`src/rtl/joy_pkg.sv`:
```
package joy_pkg;

    // States of the select register; the encoding equals the stored field.
    typedef enum logic [1:0] {
        SEL_BOTH = 2'b00,
        SEL_HIGH = 2'b01,
        SEL_LOW  = 2'b10,
        SEL_NONE = 2'b11
    } joy_sel_e;

    localparam int SEL_W = 2;

endpackage

```
`src/rtl/joy_sel_fsm.sv`:
```
module joy_sel_fsm
    import joy_pkg::*;
(
    input  logic             clk,
    input  logic             rst_n,
    input  logic             wr_en,
    input  logic [SEL_W-1:0] wr_sel,
    output joy_sel_e         sel_q
);

    joy_sel_e sel_d;
    logic [SEL_W-1:0] sel_bits;

    assign sel_bits = sel_q;

    // Next state: a write moves to the state named by the field.
    always_comb begin
        sel_d = sel_q;
        if (wr_en) begin
            unique case (wr_sel)
                2'b00:   sel_d = SEL_BOTH;
                2'b01:   sel_d = SEL_HIGH;
                2'b10:   sel_d = SEL_LOW;
                default: sel_d = SEL_NONE;
            endcase
        end
    end

    always_ff @(posedge clk or negedge rst_n) begin
        if (!rst_n) sel_q <= SEL_BOTH;
        else        sel_q <= sel_d;
    end

    p_sel_follows_write_r1: assert property (@(posedge clk) disable iff (!rst_n)
        wr_en |=> (sel_bits == $past(wr_sel)));

    p_sel_holds_r1: assert property (@(posedge clk) disable iff (!rst_n)
        !wr_en |=> $stable(sel_bits));

endmodule

```
`src/rtl/joy_matrix_mux.sv`:
```
module joy_matrix_mux
    import joy_pkg::*;
#(
    parameter int LINE_W = 4,
    localparam int BTN_W = 2 * LINE_W
) (
    input  joy_sel_e          sel,
    input  logic [BTN_W-1:0]  buttons,
    output logic [LINE_W-1:0] lines
);

    logic [LINE_W-1:0] grp_low;
    logic [LINE_W-1:0] grp_high;

    assign grp_low  = buttons[LINE_W-1:0];
    assign grp_high = buttons[BTN_W-1:LINE_W];

    // Output decode per state.
    always_comb begin
        unique case (sel)
            SEL_BOTH: lines = grp_low & grp_high;
            SEL_HIGH: lines = grp_high;
            SEL_LOW:  lines = grp_low;
            SEL_NONE: lines = '1;
            default:  lines = '1;
        endcase
    end

endmodule

```
`src/rtl/joy_fall_detect.sv`:
```
module joy_fall_detect #(
    parameter int LINE_W = 4
) (
    input  logic              clk,
    input  logic              rst_n,
    input  logic [LINE_W-1:0] lines_in,
    output logic              irq_pulse
);

    logic [LINE_W-1:0] lines_q;
    logic [LINE_W-1:0] fall;

    for (genvar i = 0; i < LINE_W; i++) begin : g_fall
        assign fall[i] = lines_q[i] & ~lines_in[i];
    end

    always_ff @(posedge clk or negedge rst_n) begin
        if (!rst_n) begin
            lines_q   <= '1;
            irq_pulse <= 1'b0;
        end else begin
            lines_q   <= lines_in;
            irq_pulse <= |fall;
        end
    end

    // A request implies some line was low in the cycle before.
    p_irq_needs_low_line_r8: assert property (@(posedge clk) disable iff (!rst_n)
        irq_pulse |-> ($past(lines_in) != '1));

    p_no_irq_when_all_high_r9: assert property (@(posedge clk) disable iff (!rst_n)
        (lines_in == '1) |=> !irq_pulse);

endmodule

```
`src/rtl/joypad_select_reg.sv`:
```
module joypad_select_reg
    import joy_pkg::*;
#(
    parameter int LINE_W = 4,
    localparam int BTN_W = 2 * LINE_W,
    localparam int REG_W = LINE_W + SEL_W + 2
) (
    input  logic             clk,
    input  logic             rst_n,
    input  logic             wr_en,
    input  logic [REG_W-1:0] wr_data,
    input  logic             rd_en,
    input  logic [BTN_W-1:0] buttons,
    output logic [REG_W-1:0] rd_data,
    output logic             irq_pulse
);

    joy_sel_e          sel_q;
    logic [SEL_W-1:0]  sel_bits;
    logic [LINE_W-1:0] lines;
    logic              unused_wr_bits;

    assign unused_wr_bits = ^{wr_data[REG_W-1:LINE_W+SEL_W], wr_data[LINE_W-1:0]};

    joy_sel_fsm u_fsm (
        .clk    (clk),
        .rst_n  (rst_n),
        .wr_en  (wr_en),
        .wr_sel (wr_data[LINE_W +: SEL_W]),
        .sel_q  (sel_q)
    );

    joy_matrix_mux #(.LINE_W(LINE_W)) u_mux (
        .sel     (sel_q),
        .buttons (buttons),
        .lines   (lines)
    );

    joy_fall_detect #(.LINE_W(LINE_W)) u_fall (
        .clk       (clk),
        .rst_n     (rst_n),
        .lines_in  (lines),
        .irq_pulse (irq_pulse)
    );

    assign sel_bits = sel_q;
    assign rd_data  = rd_en ? {2'b11, sel_bits, lines} : '0;

    p_top_bits_ones_r2: assert property (@(posedge clk) disable iff (!rst_n)
        rd_en |-> (rd_data[REG_W-1 -: 2] == 2'b11));

    p_none_reads_ones_r6: assert property (@(posedge clk) disable iff (!rst_n)
        (rd_en && rd_data[LINE_W +: SEL_W] == 2'b11) |-> (rd_data[LINE_W-1:0] == '1));

    p_both_is_and_r5: assert property (@(posedge clk) disable iff (!rst_n)
        (rd_en && rd_data[LINE_W +: SEL_W] == 2'b00)
        |-> (rd_data[LINE_W-1:0] == (buttons[LINE_W-1:0] & buttons[BTN_W-1:LINE_W])));

    p_idle_read_zero_r10: assert property (@(posedge clk) disable iff (!rst_n)
        !rd_en |-> (rd_data == '0));

endmodule

```
`config.mk`:
```
export PLATFORM = sky130hd
export DESIGN_NAME = joypad_select_reg
export DESIGN_NICKNAME = d
export VERILOG_FILES = /design/src/rtl/joy_pkg.sv /design/src/rtl/joy_sel_fsm.sv /design/src/rtl/joy_matrix_mux.sv /design/src/rtl/joy_fall_detect.sv /design/src/rtl/joypad_select_reg.sv
export SDC_FILE = /design/constraint.sdc
export NUM_CORES = 1
export LEC_CHECK = 0
export BUFFER_PORTS_ARGS = -buffer_cell sky130_fd_sc_hd__buf_4
export CAP_MARGIN = 20
export CORE_AREA = 3 3 40 42
export CTS_BUF_LIST = sky130_fd_sc_hd__clkbuf_4
export CTS_CLUSTER_DIAMETER = 40
export DETAILED_ROUTE_END_ITERATION = 12
export DIE_AREA = 0 0 43 45
export REMOVE_ABC_BUFFERS = 1
export SETUP_SLACK_MARGIN = 0.05
export SYNTH_ARGS = -nofsm -noshare
export SYNTH_HDL_FRONTEND = slang
export SYNTH_SLANG_ARGS = --single-unit
```
`constraint.sdc`:
```
create_clock -name clk -period 1.62 [get_ports clk]
set_clock_uncertainty 0.15 [all_clocks]
set_input_delay 0.324 -clock clk [delete_from_list [all_inputs] [get_ports clk]]
set_output_delay 0.324 -clock clk [all_outputs]
set_load 0.02 [all_outputs]
```
# --- Yosys cells after proc, flatten, opt, wreduce, memory -nomap -nowiden ---
# Index checks and enable logic that the tools add are counted.
# Widths: inputs -> output; s select.
totals:
  output_inout_bits: 9
  word_cells: 23
  regBits: 7
  in_bits: 20
classes:
  mux: 3
  bitwise_logic: 9
  n_eq_ne: 5
  reduce_logical: 3
ops:
  columns: ["operator", "n"]
  rows:
  - ["$pmux 4 s4", 1]
  - ["$mux 8", 1]
  - ["$eq 2x2->1 const B", 3]
  - ["$pmux 2 s3", 1]
  - ["$and 1x1->1", 4]
  - ["$and 4x4->4", 1]
  - ["$eq 2x1->1 const B", 2]
  - ["$logic_not 2->1", 2]
  - ["$not 1->1", 4]
  - ["$reduce_or 4->1", 1]

# --- Longest topological paths before layout ---
depth:
  word_depth: 5
  mapped_depth: 3
  mapped_depth_nobuf: 3

# --- Cells and area by module ---
# Synthesis repeated with hierarchy kept, for this count alone.
unflattened:
  hier_cells: 26
  hier_area_um2: 327.8
by_module_without_submodules:
  columns: ["module", "instances", "seq_area_each_um2", "cells_each", "area_per_inst_um2"]
  rows:
  - ["joy_fall_detect", 1, 130.1, 10, 167.7]
  - ["joy_sel_fsm", 1, 50.0, 4, 72.6]
  - ["joypad_select_reg", 1, 0.0, 8, 52.6]
  - ["joy_matrix_mux", 1, 0.0, 4, 35.0]

# --- Worst setup path after synthesis ---
# OpenSTA, ideal clock, no wires.
synth_timing:
  path_kind: "register to output"
  start: "reg u_fsm.sel_q[1]"
  end: "out rd_data[0]"
  setup_slack_ns: 0.287
  path_buffers: 0
  path_stages_with_launch: 3
  required_ns: 1.146
  arrival_ns: 0.859
  cell_sequence: "dfrtp_1 -> o22a_2 -> and2_1"
synth_between:
  elab_chain_len: 3
  word_cells_on_any_way: 6
  classes_between: "eq/ne: 3; mux: 2; reduce/logical: 1"
synth_lines:
  columns: ["element", "line_no", "text"]
  rows:
  - ["from (decl)", "joy_sel_fsm.sv:8", "output joy_sel_e sel_q"]
  - ["from (signal assigned)", "joy_sel_fsm.sv:31", "else sel_q <= sel_d;"]
  - ["$eq 2x2->1, or another cell as far along", "joy_matrix_mux.sv:20", "unique case (sel)"]
  - ["$pmux 4 s4 *", "joy_matrix_mux.sv:20", null]
  - ["net lines[0]", "joypad_select_reg.sv:20", "logic [LINE_W-1:0] lines;"]
  - ["$mux 8 *", "joypad_select_reg.sv:47", "assign rd_data = rd_en ? {2'b11, sel_bits, lines} : '0;"]
  - ["to (decl)", "joypad_select_reg.sv:14", "output logic [REG_W-1:0] rd_data,"]
# The timed path passes the listed nets; every way through them passes the cells marked *.

# --- Worst setup path in the final report ---
# Same ends and word-level chain as after synthesis.

==> flow_summary_export.csv <==
group,metric,value,unit
die,io_pins,29,
die,die_width,43,um
sta,slew_viol_final,0,
placed_design,dpl.hpwl,606,um
job,maxCapViolations,0,
placed_design,portBuffers,22,
detailed_routing,route.met3.wl,64,um
cells_and_area,fin_area,616,um^2
detailed_routing,avgViaCountPerCell,4.28,
clock_tree,ctsHtreeMaxLevel,1,
detailed_routing,maxUsedRoutingLayer,"met3",
hold_path,min_path_cells,2,
detailed_routing,drt_iter0_drc,0,
global_route,grt_first_pass_wirelength,1.35,mm
detailed_routing,drc_errors,0,
global_route,antenna_found_initial,0,
clock_tree,cts.sinks,7,
placed_design,gp_congestion,0.602,
setup_path,critical_path_class,"flop to primary output",
detailed_routing,avgRoutedWirePerCell,11.9,um
clock_tree,clk_pin_slew,0.06,ns
setup_path,cp_max_fo,6,
clock_tree,cts_buffer_depth,2,
clock_tree,cts_buffers,3,
clock_tree,clock_latency,0.25,ns
placed_design,dpl.cell_count,62,
setup_path,arrival,1.19,ns
sta,rsz0062_at_grt,"true",
sta,hold_slack,0.139,ns
global_route,grt_pass1_vias,318,
die,initial_core_util,25.3,%
die,dieHeight,45,um
cells_and_area,diodes,0,
setup_path,crit_path_start_kind,"flop",
die,die-area,0.00194,mm^2
detailed_routing,drt_pre_antenna_iters,1,
yosys,synth_area_leader_cell,"dfstp_2",
run_status,status,"complete, but fails checks",
die,fp.coreArea,0.00128,mm^2
sta,fin_crit_sh,103,%
yosys,syn_inst,27,
detailed_routing,wl_met2,475,um
cells_and_area,layout-drive-gt1-share,76.3,%
placed_design,placed_area,494,um^2
cells_and_area,layout_commonest_cell,"buf_4",
sta,tightest_slew,0.161,ns
sta,relSlewSlack,89.3,%
power_and_ir_drop,pwr_density_cell,897,mW/mm^2
detailed_routing,wl,880,um
sta,setup_tns,-0.141,ns
die,placementRows,13,
setup_path,reg2reg_depth,5,
global_route,overflow,0,
sta,fin_crit,1.66,ns
cells_and_area,stdcell_count,74,
setup_path,cp-startpoint,"u_fsm.sel_q[1]$_DFFE_PN0P_",
hold_path,hold_class,"input port to flop",
setup_path,required,1.15,ns
hold_path,hold_start,"wr_data[5]",
global_route,track_usage,9.92,%
yosys,yosysUniqueCellTypes,11,
setup_path,r2r_start,"u_fsm.sel_q[1]$_DFFE_PN0P_",
clock_tree,clockRootBuffer,"clkbuf_4",
yosys,syn_area,325,um^2
power_and_ir_drop,ir_drop,0.000469,V
yosys,syn_area_per_cell,12.0,um^2
cells_and_area,area_delta_synth_final,89.2,%
detailed_routing,drt-met1-wl,340,um
yosys,synth-warning-count,0,
clock_tree,tritoncts,"yes",
sta,hold_viol_final,0,
cells_and_area,final_cell_mix,"buf_4, buf_6, and2_4, dfstp_2, clkbuf_4",
cells_and_area,fin_nets,80,
global_route,grt_max_degree,9,
yosys,synth_top_cell_area_share,32.3,%
setup_path,r2r_slack,0.16,ns
sta,worst_slack,-0.0428,ns
power_and_ir_drop,leakage,0.304,nW
sta,finalSetupViolations,4,
run_status,violations,"setup timing",
sta,fmax,0.601,GHz
yosys,synthTopCellsByArea,"dfstp_2, dfrtp_1, and2_1, mux2_1, o22a_2",
detailed_routing,ant_nets,0,
detailed_routing,dr_total_vias,317,
setup_path,endpoint_kind,"primary output",
yosys,seq_area_frac_synth,55.4,%
power_and_ir_drop,power,0.552,mW
yosys,synth-seq-cells,7,
## cell type report
| type | count | area [um^2] |
|---|---|---|
| Clock buffer | 3 | 22.5 |
| Clock inverter | 1 | 5.00 |
| Fill cell | 128 | 669 |
| Inverter | 2 | 7.51 |
| Multi-Input combinational cell | 16 | 133 |
| Sequential cell | 7 | 183 |
| Tap cell | 15 | 18.8 |
| Timing Repair Buffer | 30 | 246 |
## cell usage after synthesis, drive strengths merged
library cell and n:
and2 6, dfstp 4, o22a 4, dfrtp 3, buf 2, inv 2
mux2 2, nor2b 2, o22ai 1, or3 1
## path summary, 6_finish.rpt
kind,endpoint
max,rd_data[0]
min,u_fsm.sel_q[1]$_DFFE_PN0P_
max reg2reg,u_fall.irq_pulse$_DFF_PN0_
min reg2reg,u_fsm.sel_q[1]$_DFFE_PN0P_
max in group asynchronous,u_fall.lines_q[2]$_DFF_PN1_
min in group asynchronous,u_fsm.sel_q[1]$_DFFE_PN0P_
## critical path, cell delays in order, from the launching register on
cell	delay, ns
dfrtp_2	0.44
o22a_2	0.24
and2_4	0.14
buf_6	0.12
## report_power, final
group          internal [mW]  switching (mW)
Sequential             0.205          0.0113
Clock                 0.0902          0.0669
Combinational          0.108          0.0710
## state kept, by name, indices dropped and copies added, names as in the netlist
name	count
u_fall.irq_pulse	1
u_fall.lines_q	4
u_fsm.sel_q	2
## through the flow
step | util, % | setup slack, ns
global placement | 38.5 | 0.147
finish | 47.9 | -0.0428
CTS | 47.2 | -0.0518
detailed placement | 38.5 | 0.146
global route | 47.9 | -0.0853
floorplan | - | 0.287
## cell families (layout without fill, tap and decap cells)
kind of cell    after synthesis  count (layout)  synth area share (%)
compound gates                5               5                  13.5
mux                           2               2                  6.92
flops                         7               7                  55.4
buf+inv                       4              36                  6.92
simple gates                  9               9                  17.3
## routing by layer
layer,vias up,global-route usage [%]
met3,0,4.38
li1,154,-
met5,-,0
met1,151,10.2
met2,12,17.1
met4,0,5.42
## repair_timing
item / CTS / global route
hold buffers: 1 / 0
pin swaps: 8 / 0
setup endpoints to repair: 4 / 5
setup buffers: 6 / 1
resized for setup: 10 / 1
hold endpoints to repair: 7 / 0
Power figures use the tool's default switching activity.
